===== src/rtl/mbf_pkg.sv =====
package mbf_pkg;
   typedef enum logic [1:0] {
      ST_IDLE = 2'd0,
      ST_SEND = 2'd1,
      ST_RECV = 2'd2
   } mbf_state_e;

   localparam logic [1:0] OP_SEND = 2'b00;
   localparam logic [1:0] OP_RECV = 2'b01;
endpackage


===== src/rtl/mbf_len_check.sv =====
module mbf_len_check #(
   parameter int LEN_W     = 8,
   parameter int MAX_WORDS = 8,
   parameter int CNT_W     = 4
) (
   input  logic [LEN_W-1:0] len_field,
   output logic             oversize,
   output logic [CNT_W-1:0] eff_len
);
   // Lengths 0 and 1 both mean a lone header word.
   always_comb begin
      oversize = (int'(len_field) > MAX_WORDS);
      eff_len  = (int'(len_field) <= 1) ? CNT_W'(1) : CNT_W'(len_field);
   end
endmodule


===== src/rtl/mbf_lane_sel.sv =====
module mbf_lane_sel #(
   parameter int NUM_REGS = 4,
   parameter int DATA_W   = 32,
   parameter int IDX_W    = 3
) (
   input  logic                       tx_act,
   input  logic                       rx_act,
   input  logic [IDX_W-1:0]           idx,
   input  logic [NUM_REGS-1:0]        tx_ready,
   input  logic [NUM_REGS-1:0]        rx_valid,
   input  logic [NUM_REGS*DATA_W-1:0] rx_data,
   output logic [NUM_REGS-1:0]        tx_valid,
   output logic [NUM_REGS-1:0]        rx_ready,
   output logic [DATA_W-1:0]          rx_word,
   output logic                       xfer
);
   localparam int LANE_W = (NUM_REGS > 1) ? $clog2(NUM_REGS) : 1;

   logic [LANE_W-1:0] lane;

   // Word index modulo register count picks the lane.
   assign lane = LANE_W'(int'(idx) % NUM_REGS);

   genvar g;
   generate
      for (g = 0; g < NUM_REGS; g++) begin : g_lane
         assign tx_valid[g] = tx_act && (lane == LANE_W'(g));
         assign rx_ready[g] = rx_act && (lane == LANE_W'(g));
      end
   endgenerate

   assign rx_word = rx_data[int'(lane)*DATA_W +: DATA_W];
   assign xfer    = (|(tx_valid & tx_ready)) || (|(rx_ready & rx_valid));
endmodule


===== src/rtl/mbf_seq.sv =====
module mbf_seq
   import mbf_pkg::*;
#(
   parameter int IDX_W = 3,
   parameter int CNT_W = 4
) (
   input  logic             clk,
   input  logic             rst_n,
   input  logic             req_valid,
   input  logic [1:0]       req_op,
   input  logic             req_no_resp,
   input  logic             xfer,
   input  logic             oversize,
   input  logic [CNT_W-1:0] eff_len,
   output logic             tx_act,
   output logic             rx_act,
   output logic [IDX_W-1:0] idx,
   output logic             wr_en,
   output logic             zero_hdr,
   output logic             busy,
   output logic             done,
   output logic             err
);
   mbf_state_e       state_q;
   logic [IDX_W-1:0] idx_q;
   logic [CNT_W-1:0] total_q;
   logic             call_q, nr_q, done_q, err_q;
   logic             hdr_phase, last;

   assign hdr_phase = (idx_q == '0);
   assign last      = hdr_phase ? (eff_len == CNT_W'(1))
                                : (CNT_W'(idx_q) + CNT_W'(1) >= total_q);

   assign tx_act   = (state_q == ST_SEND) && !(hdr_phase && oversize);
   assign rx_act   = (state_q == ST_RECV);
   assign wr_en    = rx_act && xfer;
   assign zero_hdr = wr_en && hdr_phase && oversize;
   assign idx      = idx_q;
   assign busy     = (state_q != ST_IDLE);
   assign done     = done_q;
   assign err      = err_q;

   always_ff @(posedge clk) begin
      if (!rst_n) begin
         state_q <= ST_IDLE;
         idx_q   <= '0;
         total_q <= '0;
         call_q  <= 1'b0;
         nr_q    <= 1'b0;
         done_q  <= 1'b0;
         err_q   <= 1'b0;
      end else begin
         done_q <= 1'b0;
         err_q  <= 1'b0;
         unique case (state_q)
            ST_IDLE: begin
               idx_q <= '0;
               if (req_valid) begin
                  call_q  <= req_op[1];
                  nr_q    <= req_no_resp;
                  state_q <= (req_op == OP_RECV) ? ST_RECV : ST_SEND;
               end
            end
            ST_SEND: begin
               if (hdr_phase && oversize) begin
                  state_q <= ST_IDLE;
                  done_q  <= 1'b1;
                  err_q   <= 1'b1;
               end else if (xfer) begin
                  if (hdr_phase) total_q <= eff_len;
                  if (last) begin
                     idx_q <= '0;
                     if (call_q && !nr_q) begin
                        state_q <= ST_RECV;
                     end else begin
                        state_q <= ST_IDLE;
                        done_q  <= 1'b1;
                     end
                  end else begin
                     idx_q <= idx_q + IDX_W'(1);
                  end
               end
            end
            ST_RECV: begin
               if (xfer) begin
                  if (hdr_phase && oversize) begin
                     state_q <= ST_IDLE;
                     done_q  <= 1'b1;
                     err_q   <= 1'b1;
                  end else begin
                     if (hdr_phase) total_q <= eff_len;
                     if (last) begin
                        idx_q   <= '0;
                        state_q <= ST_IDLE;
                        done_q  <= 1'b1;
                     end else begin
                        idx_q <= idx_q + IDX_W'(1);
                     end
                  end
               end
            end
            default: state_q <= ST_IDLE;
         endcase
      end
   end

   // completion pulse lasts one cycle
   a_r8_done_pulse: assert property (@(posedge clk) disable iff (!rst_n)
      done |=> !done);
   // busy only ends together with done
   a_r8_busy_end: assert property (@(posedge clk) disable iff (!rst_n)
      $fell(busy) |-> done);
   // an idle request is taken on the next edge
   a_r8_accept: assert property (@(posedge clk) disable iff (!rst_n)
      (!busy && req_valid) |=> busy);
   // error is only reported on completion
   a_r4_err_with_done: assert property (@(posedge clk) disable iff (!rst_n)
      err |-> done);
endmodule


===== src/rtl/mbox_msg_framer.sv =====
module mbox_msg_framer #(
   parameter int DATA_W    = 32,
   parameter int NUM_REGS  = 4,
   parameter int MAX_WORDS = 8,
   parameter int LEN_LSB   = 8,
   parameter int LEN_W     = 8
) (
   input  logic                                 clk,
   input  logic                                 rst_n,
   input  logic                                 req_valid,
   input  logic [1:0]                           req_op,
   input  logic                                 req_no_resp,
   output logic                                 busy,
   output logic                                 done,
   output logic                                 err,
   output logic [$clog2(MAX_WORDS)-1:0]         buf_addr,
   input  logic [DATA_W-1:0]                    buf_rd_data,
   output logic                                 buf_wr_en,
   output logic [DATA_W-1:0]                    buf_wr_data,
   output logic [NUM_REGS-1:0]                  tx_valid,
   output logic [DATA_W-1:0]                    tx_data,
   input  logic [NUM_REGS-1:0]                  tx_ready,
   input  logic [NUM_REGS-1:0]                  rx_valid,
   input  logic [NUM_REGS*DATA_W-1:0]           rx_data,
   output logic [NUM_REGS-1:0]                  rx_ready
);
   localparam int IDX_W = $clog2(MAX_WORDS);
   localparam int CNT_W = $clog2(MAX_WORDS + 1);

   generate
      if (LEN_LSB + LEN_W > DATA_W) begin : g_bad_field
         $error("length field does not fit in a word");
      end
      if (MAX_WORDS < 2) begin : g_bad_max
         $error("MAX_WORDS must be at least 2");
      end
      if (MAX_WORDS >= (1 << LEN_W)) begin : g_bad_len_w
         $error("length field too narrow for MAX_WORDS");
      end
      if (NUM_REGS < 1) begin : g_bad_regs
         $error("NUM_REGS must be at least 1");
      end
   endgenerate

   logic             tx_act, rx_act, xfer, len_over, wr_en, zero_hdr;
   logic [IDX_W-1:0] idx;
   logic [CNT_W-1:0] eff_len;
   logic [DATA_W-1:0] rx_word;
   logic [LEN_W-1:0]  len_field;

   assign len_field = rx_act ? rx_word[LEN_LSB +: LEN_W]
                             : buf_rd_data[LEN_LSB +: LEN_W];

   mbf_len_check #(.LEN_W(LEN_W), .MAX_WORDS(MAX_WORDS), .CNT_W(CNT_W)) u_len (
      .len_field (len_field),
      .oversize  (len_over),
      .eff_len   (eff_len)
   );

   mbf_lane_sel #(.NUM_REGS(NUM_REGS), .DATA_W(DATA_W), .IDX_W(IDX_W)) u_lane (
      .tx_act   (tx_act),
      .rx_act   (rx_act),
      .idx      (idx),
      .tx_ready (tx_ready),
      .rx_valid (rx_valid),
      .rx_data  (rx_data),
      .tx_valid (tx_valid),
      .rx_ready (rx_ready),
      .rx_word  (rx_word),
      .xfer     (xfer)
   );

   mbf_seq #(.IDX_W(IDX_W), .CNT_W(CNT_W)) u_seq (
      .clk         (clk),
      .rst_n       (rst_n),
      .req_valid   (req_valid),
      .req_op      (req_op),
      .req_no_resp (req_no_resp),
      .xfer        (xfer),
      .oversize    (len_over),
      .eff_len     (eff_len),
      .tx_act      (tx_act),
      .rx_act      (rx_act),
      .idx         (idx),
      .wr_en       (wr_en),
      .zero_hdr    (zero_hdr),
      .busy        (busy),
      .done        (done),
      .err         (err)
   );

   assign buf_addr    = idx;
   assign tx_data     = buf_rd_data;
   assign buf_wr_en   = wr_en;
   assign buf_wr_data = zero_hdr ? '0 : rx_word;

   // header always on register 0
   a_r1_hdr_reg0: assert property (@(posedge clk) disable iff (!rst_n)
      (((|tx_valid) || (|rx_ready)) && buf_addr == '0) |-> (tx_valid[0] || rx_ready[0]));
   // one lane at a time, chosen by index
   a_r2_one_lane: assert property (@(posedge clk) disable iff (!rst_n)
      $onehot0(tx_valid) && $onehot0(rx_ready) && !((|tx_valid) && (|rx_ready)));
   a_r2_lane_index: assert property (@(posedge clk) disable iff (!rst_n)
      (|tx_valid) |-> tx_valid[int'(buf_addr) % NUM_REGS]);
   // pending requests hold until their flag arrives
   a_r3_tx_hold: assert property (@(posedge clk) disable iff (!rst_n)
      ((|tx_valid) && !(|(tx_valid & tx_ready))) |=> (tx_valid == $past(tx_valid)));
   a_r3_rx_hold: assert property (@(posedge clk) disable iff (!rst_n)
      ((|rx_ready) && !(|(rx_ready & rx_valid))) |=> (rx_ready == $past(rx_ready)));
   a_r3_wr_needs_full: assert property (@(posedge clk) disable iff (!rst_n)
      buf_wr_en |-> (|(rx_valid & rx_ready)));
   // no word leaves on an oversized header
   a_r4_no_tx_oversize: assert property (@(posedge clk) disable iff (!rst_n)
      ((|tx_valid) && buf_addr == '0) |-> !len_over);
   // oversized received header is stored as zero
   a_r5_zero_hdr: assert property (@(posedge clk) disable iff (!rst_n)
      (buf_wr_en && buf_addr == '0 && len_over) |-> (buf_wr_data == '0));
endmodule


===== config.mk =====
export PLATFORM = sky130hd
export DESIGN_NAME = mbox_msg_framer
export DESIGN_NICKNAME = d
export VERILOG_FILES = /design/src/rtl/mbf_pkg.sv /design/src/rtl/mbf_len_check.sv /design/src/rtl/mbf_lane_sel.sv /design/src/rtl/mbf_seq.sv /design/src/rtl/mbox_msg_framer.sv
export SDC_FILE = /design/constraint.sdc
export NUM_CORES = 1
export LEC_CHECK = 0
export BUFFER_PORTS_ARGS = -buffer_cell sky130_fd_sc_hd__buf_2
export CORE_AREA = 2 2 99 101
export CTS_CLUSTER_SIZE = 30
export DETAILED_ROUTE_END_ITERATION = 6
export DIE_AREA = 0 0 101 103
export PLACE_DENSITY = 0.65
export SLEW_MARGIN = 25
export SYNTH_ARGS = -nofsm -noshare
export SYNTH_HDL_FRONTEND = slang
export SYNTH_SLANG_ARGS = --single-unit

===== constraint.sdc =====
create_clock -name clk -period 4.4 [get_ports clk]
set_clock_uncertainty 0.05 [all_clocks]
set_input_delay 0.44 -clock clk [delete_from_list [all_inputs] [get_ports clk]]
set_output_delay 0.44 -clock clk [all_outputs]
set_load 0.03 [all_outputs]

; Word level (Yosys, flattened, before mapping)
; Cells that the tools add are included.
[word_totals]
latchBits = 0
memories = 0
rom_bits = 0
wordCells = 96
regBits = 13
mem_bits_rw = 0
[classes]
add_sub_neg = 2
shift = 1
mux = 37
n_reduce_logical = 29
order_cmp = 3
div = 0
multipliers = 0
bitwise_logic = 2
n_eq_ne = 15
[ops]
columns = cell, n
row1 = 128-bit by 8-bit variable part select with 32-bit output, 1
row2 = 32-bit 2-to-1 mux, 1
row3 = 4-bit 2-to-1 mux, 6
row4 = 2-bit 2-to-1 mux, 9
row5 = 3-bit 2-to-1 mux, 5
row6 = 5-bit AND reduction, 3
row7 = 1-bit logical AND, 14
row8 = 1-bit 2-to-1 mux, 10
row9 = 3-bit case mux with 3 select lines, 1
row10 = 4-bit AND, 2
row11 = 8-bit by 4-bit > comparator with 1-bit output (second input constant), 1
row12 = 8-bit by 1-bit <= comparator with 1-bit output (second input constant), 1
row13 = 8-bit 2-to-1 mux, 1
row14 = 4-bit case mux with 2 select lines, 1
row15 = 4-bit OR reduction, 2
row16 = 2-bit by 1-bit equality test with 1-bit output (second input constant), 3
row17 = 2-bit equality test (second input constant), 3
row18 = 2-bit inequality test (second input constant), 3
row19 = 3-bit by 2-bit inequality test with 1-bit output (second input constant), 2
row20 = 2-bit case mux with 3 select lines, 1
row21 = 3-bit by 1-bit adder with 4-bit output (second input constant), 1
row22 = 4-bit by 1-bit equality test with 1-bit output (second input constant), 1
row23 = 4-bit greater-or-equal comparator, 1
row24 = 2-bit logical NOT, 2
row25 = 10 further kinds, 14

; Longest topological paths before layout
; Gate-level depths: netlist of run 1.
[logic_depth]
depth_word = 14
ltp_mapped = 13
ltp_nobuf = 9

; Cells and area by module
; From an unflattened synthesis of run 1, not the netlist that was laid out.
[hier_totals]
cells_unflattened = 245
area_unflattened_um2 = 2439.8
[by_module_without_submodules]
columns = mod, cells_each, area_each_um2, n_inst
row1 = mbf_seq, 102, 899.6, 1
row2 = mbf_lane_sel, 59, 897.1, 1
row3 = mbox_msg_framer, 76, 586.8, 1
row4 = mbf_len_check, 8, 56.3, 1

; Worst setup path before layout of run 1
; No wires, ideal clock.
[synth_timing]
path_type = reg-to-output
startpoint = register u_seq.idx_q[0] (netlist: u_seq.idx[0])
endpoint = output buf_wr_data[13]
path_stages_with_launch = 14
slack_ps = -5
required_time_ps = 3910
t_arrival_ps = 3915
path_cell_list = dfxtp_1 > buf_6 > buf_1 > clkbuf_1 > inv_1 > ha_1 > nor2b_1 > clkbuf_1 > nand2_2 > a2bb2oi_2 > buf_6 > nor2_1 > clkbuf_1 > a211oi_1
[synth_via]
elab_chain_len = 14
word_cells_on_any_way = 28
[synth_rtl]
columns = element, line
row1 = "start, declared", mbf_seq.sv:25  ; logic [IDX_W-1:0] idx_q;
row2 = "start signal, assigned", mbf_seq.sv:80  ; idx_q <= idx_q + IDX_W'(1);
row3 = "start signal, assigned", mbf_seq.sv:97  ; idx_q <= idx_q + IDX_W'(1);
row4 = 128-bit by 8-bit variable part select with 32-bit output, mbf_lane_sel.sv:32  ; assign rx_word = rx_data[int'(lane)*DATA_W +: DATA_W];
row5 = 8-bit 2-to-1 mux, mbox_msg_framer.sv:51  ; assign len_field = rx_act ? rx_word[LEN_LSB +: LEN_W]
row6 = 8-bit by 4-bit > comparator with 1-bit output, mbf_len_check.sv:12  ; oversize = (int'(len_field) > MAX_WORDS);
row7 = 1-bit logical AND, mbf_seq.sv:34  ; assign tx_act = (state_q == ST_SEND) && !(hdr_phase && oversize);
row8 = 1-bit logical NOT, mbf_seq.sv:34
row9 = 1-bit logical AND, mbf_seq.sv:34
row10 = 1-bit logical AND, mbf_lane_sel.sv:27  ; assign tx_valid[g] = tx_act && (lane == LANE_W'(g));
row11 = 4-bit AND, mbf_lane_sel.sv:33  ; assign xfer = (|(tx_valid & tx_ready)) || (|(rx_ready & rx_valid));
row12 = 4-bit OR reduction, mbf_lane_sel.sv:33
row13 = 1-bit logical OR, mbf_lane_sel.sv:33
row14 = 1-bit logical AND, mbf_seq.sv:36  ; assign wr_en = rx_act && xfer;
row15 = 1-bit logical AND (2 in series), mbf_seq.sv:37  ; assign zero_hdr = wr_en && hdr_phase && oversize;
row16 = 32-bit 2-to-1 mux *, mbox_msg_framer.sv:95  ; assign buf_wr_data = zero_hdr ? '0 : rx_word;
row17 = "end, declared", mbox_msg_framer.sv:19  ; output logic [DATA_W-1:0] buf_wr_data,
; Every way passes the cells marked *; elsewhere a longest branch is shown, timed or not.

; Worst setup path after layout of run 1
[layout_timing]
startpoint = register u_seq.idx_q[0] (netlist: u_seq.idx[0])
endpoint = output buf_wr_data[15]
; The elaborated chain is that of the path after synthesis.

==> results.cfg, run 1 <==
[synth]
async_flop_share_pct = 0
netlist_instances = 265
yosys_warnings = 0
synth_flop_cell = dfxtp_1
ys_ff_latch = 13
syn-num-nets = 450
seq_area_frac_synth_pct = 10.6
synth-edff-count = 0
synth_cell_types = 55
synth_area_um2 = 2450
synth.avg_cell_area_um2 = 9.25

[grt]
grt_pass1_wl_um = 15200
antenna_found_initial = 0
gr-total-overflow = 0
grt_pass1_vias = 2643
grt_use_total_pct = 19.7
grt_max_degree = 33

[route]
drtIter0Drc = 139
post_drt_wl_per_cell_um = 20.0
routed-via-count = 2708
dr.pass1.iters = 4
drc = 0
avgViaCountPerCell = 5.00
routed_wirelength_um = 10800
ant_nets = 0

[worst_setup_path]
r2r_setup_slack_ps = 1140
path_buf_inv = 2
crit_family = compound AO/OA/AOI/OAI gates
end_kind = output port
path_cells = mux4_1, or2_1, o31a_1, a2bb2oi_2, nor2_2, buf_4, nor2b_1, buf_2
worst_path_max_delay_cell = dfxtp_2
cp-start-kind = flop
crit_path_max_fanout = 32
cp.required_ps = 3910
critPathArrivalTime_ps = 3320
slowest_delay_ps = 650
path_class = flop to output port

[flow_run]
max_cap_viol_count = 0

[finish]
drive_gt1_share_pct = 59.6
fin_nets = 614
final_common_cell = buf_2
stdcell_count = 542
area_growth_pct = 37.8
diodes = 0
final_cell_mix = 204 x buf_2, 30 x nor2b_1, 27 x mux4_2

[place]
numPortBuffers = 204
globalplace.congestion = 0.924
dpl.cell_count = 538
place_hpwl_um = 9380

[floorplan]
die_h_um = 103
start_util_pct = 25.9
rows = 36
core_um2 = 9460
die_area_um2 = 10400
die_x_um = 101
io_pins = 253

[cts]
cts_setup_buffers = 0
cts_tree = yes
cts_hold_buf = 0
clock_path_buffers = 2
clkSlewWorstSetupHoldPaths_ps = 50
cts.repair.resized = 0
cts_sinks = 13
h-tree-depth = 1
clockRootBuffer = clkbuf_8
clk_latency_ps = 250
cts_buffers = 3

[timing]
worst_pin_slew_ps = 640
slew_headroom_pct = 57.4
finalHoldViolations = 0
setup-tns-final_ps = 0
rsz0062_at_grt = false
final.min_clock_period_ps = 3810
report.final.setup_viol = 0
finalCritPeriodShare_pct = 86.7
clock.fmax_mhz = 262
finalMaxSlewViolations = 0

[min_path]
hp-class = primary input to flop

[power]
power_w = 0.00147
power_density_nw_per_um2 = 435
ir_worst_vdd_v = 0.000151
p_leak_nw = 1.67

[outcome]
outcome = complete, no violations
[area by class of cell]
class                           count  area (um2)
Inverter                           13        48.8
Sequential cell                    13         263
Multi-Input combinational cell    190        1830
Fill cell                         988        6080
Timing Repair Buffer              208        1050
Tap cell                          114         143
Clock buffer                        4        45.0
[metrics by stage]
step,hold WS (ps),utilization [%],setup slack [ps],instance area (um2)
2_1_floorplan,386,-,273,2460
3_3_place_gp,398,35.2,914,3330
3_5_place_dp,403,35.2,834,3330
4_1_cts,389,35.7,563,3380
5_1_grt,404,35.7,366,3380
6_report,391,35.7,587,3380
[synth_stat cells (3+ instances only)]
| cell type | number | area share, % |
|---|---|---|
| a211oi_1 | 3 | 0.92 |
| a21o_1 | 3 | 0.92 |
| a21oi_1 | 15 | 3.1 |
| and2_1 | 6 | 1.5 |
| and3_1 | 5 | 1.3 |
| buf_1 | 3 | 0.46 |
| buf_4 | 32 | 9.8 |
| clkbuf_1 | 10 | 1.5 |
| dfxtp_1 | 13 | 11 |
| ha_1 | 11 | 5.6 |
| inv_1 | 13 | 2.0 |
| mux2_2 | 5 | 2.3 |
| mux2i_1 | 3 | 1.2 |
| mux4_2 | 27 | 25 |
| nand2_1 | 11 | 1.7 |
| nand2b_1 | 3 | 0.77 |
| nand3_1 | 5 | 1.0 |
| nor2_1 | 11 | 1.7 |
| nor2b_1 | 30 | 7.7 |
| nor3_1 | 7 | 1.4 |
| o21ai_0 | 5 | 1.0 |
| o311a_1 | 3 | 1.2 |
[kinds of logic (layout without fill, tap and decap cells)]
group / Yosys count / in the layout / share of synthesized area, %
compound gates: 54 / 54 / 17.1
buf+inv: 62 / 225 / 15.1
simple gates: 85 / 85 / 19.2
xor+xnor: 1 / 1 / 0.357
flops: 13 / 13 / 10.6
mux: 39 / 39 / 32.0
fa+ha+maj: 11 / 11 / 5.62
[worst paths after layout]
path / from / endpoint / depth (start not counted)
worst min-delay path: req_no_resp / u_seq.nr_q$_SDFFE_PN0P_ / 3
worst max-delay path: u_seq.idx[0]$_SDFFE_PN0P_ / buf_wr_data[15] / 8
worst min register to register: u_seq.nr_q$_SDFFE_PN0P_ / u_seq.nr_q$_SDFFE_PN0P_ / 2
worst max register to register: u_seq.idx[0]$_SDFFE_PN0P_ / u_seq.total_q[0]$_SDFFE_PN0P_ / 7
[per-layer routing]
metal / track usage [%] / vias up / share of wire, %
met2: 32.3 / 128 / 46
met4: 3.43 / 0 / 1.0
met5: 0 / - / 0
met1: 21.5 / 1288 / 38
met3: 13.6 / 10 / 16
li1: - / 1282 / -
[power breakdown]
group,switching (W),internal (W)
sequential,0.0000418,0.000148
combinational,0.000689,0.000480
clock,0.0000463,0.0000642
[registers in the layout, indices dropped and copies added (netlist names)]
signal,flops
u_seq.total_q,4
u_seq.nr_q,1
u_seq.call_q,1
u_seq.idx,3
u_seq.state_q,2
u_seq.done,1
u_seq.err,1
[worst reg2reg max path, cell delays in order, from the launching register on]
cell and delay (ps):
dfxtp_2 650, mux4_1 650, or2_1 260, o31a_1 280, a2bb2oi_2 440, a21oi_1 300, or3_1 440, a21oi_1 140
Note: power is estimated with default switching activity, not from simulation.
==> run 2, diff against run 1 <==
REMOVE_ABC_BUFFERS = 1   (was not set)
==> results.cfg, run 2 (synthesized netlist as in run 1, its figures left out) <==
[floorplan]
core_um2 = 9460
die_h_um = 103
die_area_um2 = 10400
io_pins = 253
start_util_pct = 25.9
rows = 36
die_x_um = 101

[worst_setup_path]
critPathArrivalTime_ps = 3430
crit_path_max_fanout = 25
slowest_delay_ps = 580
worst_path_max_delay_cell = mux4_2
crit_family = multiplexers
cp-start-kind = flop
end_kind = output port
critPathMostFrequentCell = buf_4
path_buf_inv = 3
cp.required_ps = 3910
path_class = flop to output port
path_cells = buf_4, mux4_2, mux2_2, nand2_2, a2bb2oi_2, nor2_2, buf_4, a211oi_1, buf_2

[route]
avgViaCountPerCell = 5.17
routed_wirelength_um = 13400
ant_nets = 0
routed-via-count = 2836
dr.pass1.iters = 4
post_drt_wl_per_cell_um = 24.5
drc = 0
drtIter0Drc = 159

[finish]
final_common_cell = buf_2
drive_gt1_share_pct = 59.6
area_growth_pct = 38.9
final_cell_mix = 204 x buf_2, 30 x nor2b_1, 27 x mux4_2
largest_reg_flops = 4
top_register = u_seq.total_q
design_area_um2 = 3410
fin_nets = 617

[power]
ir_worst_vdd_v = 0.000118
power_density_nw_per_um2 = 435
power_w = 0.00148
p_leak_nw = 1.68

[timing]
worst_pin_slew_ps = 612
clock.fmax_mhz = 255
holdWs_ps = 383
report.final.setup_viol = 0
fin_ws_ps = 483
slew_headroom_pct = 59.1
setup-tns-final_ps = 0
final.min_clock_period_ps = 3920
finalHoldViolations = 0
rsz0062_at_grt = false
finalMaxSlewViolations = 0
finalCritPeriodShare_pct = 89.0

[place]
preCtsSetupSlack_ps = 783
numPortBuffers = 204
globalplace.congestion = 0.930
place_hpwl_um = 12100
place_area_um2 = 3350

[grt]
antenna_found_initial = 9
grt_use_total_pct = 24.3
grt_pass1_vias = 2714
gr-total-overflow = 0
grt_max_degree = 26
grt_pass1_wl_um = 17700

[cts]
clkSlewWorstSetupHoldPaths_ps = 60
cts_sinks = 13
cts_tree = yes
clock_path_buffers = 2
cts_setup_buffers = 0
cts_buffers = 3
clk_latency_ps = 260
cts.repair.resized = 0
cts_hold_buf = 0
h-tree-depth = 1
clockRootBuffer = clkbuf_8

[outcome]
outcome = complete, no violations

[min_path]
hp-class = primary input to flop

[flow_run]
max_cap_viol_count = 0
## run 2: metrics by stage
stage          util (%)  instances
2_1_floorplan         -        216
3_3_place_gp       35.4        541
3_5_place_dp       35.4        541
4_1_cts            35.9        545
5_1_grt            35.9        545
6_report           36.0        549
## run 2: area by class of cell
cell class / instances / area, um2
well taps: 114 / 143
diodes: 4 / 10.0
inverters: 13 / 48.8
clock buffers: 4 / 45.0
repair buffers: 211 / 1070
multi-input cells: 190 / 1820
fillers: 981 / 6050
flip-flops and latches: 13 / 263
## run 2: worst paths after layout
| check | cells past startpoint | slack, ps | end | from |
|---|---|---|---|---|
| max | 9 | 480 | buf_wr_data[13] | u_seq.idx[0]$_SDFFE_PN0P_ |
| min | 3 | 380 | u_seq.nr_q$_SDFFE_PN0P_ | req_no_resp |
| max reg2reg | 8 | 1130 | u_seq.total_q[0]$_SDFFE_PN0P_ | u_seq.idx[0]$_SDFFE_PN0P_ |
| min reg2reg | 2 | 410 | u_seq.nr_q$_SDFFE_PN0P_ | u_seq.nr_q$_SDFFE_PN0P_ |
## run 2: metal layers
metal | global-route usage (%) | vias up | routed length [um]
met1 | 19.2 | 1319 | 3690
met5 | 0.962 | - | 66
met2 | 43.4 | 183 | 6700
met3 | 20.3 | 29 | 2460
met4 | 9.67 | 10 | 522
li1 | - | 1295 | -
## run 2: worst min-delay path, cell delays in order
cell and delay (ps):
buf_2 100, nand3_1 50, a21oi_1 50
## run 2: power breakdown
group / total, W / leakage (nW) / internal, W / switching, W
Clock: 0.000115 / 0.0228 / 0.0000644 / 0.0000506
Sequential: 0.000167 / 0.107 / 0.000148 / 0.0000184
Combinational: 0.00120 / 1.55 / 0.000488 / 0.000711
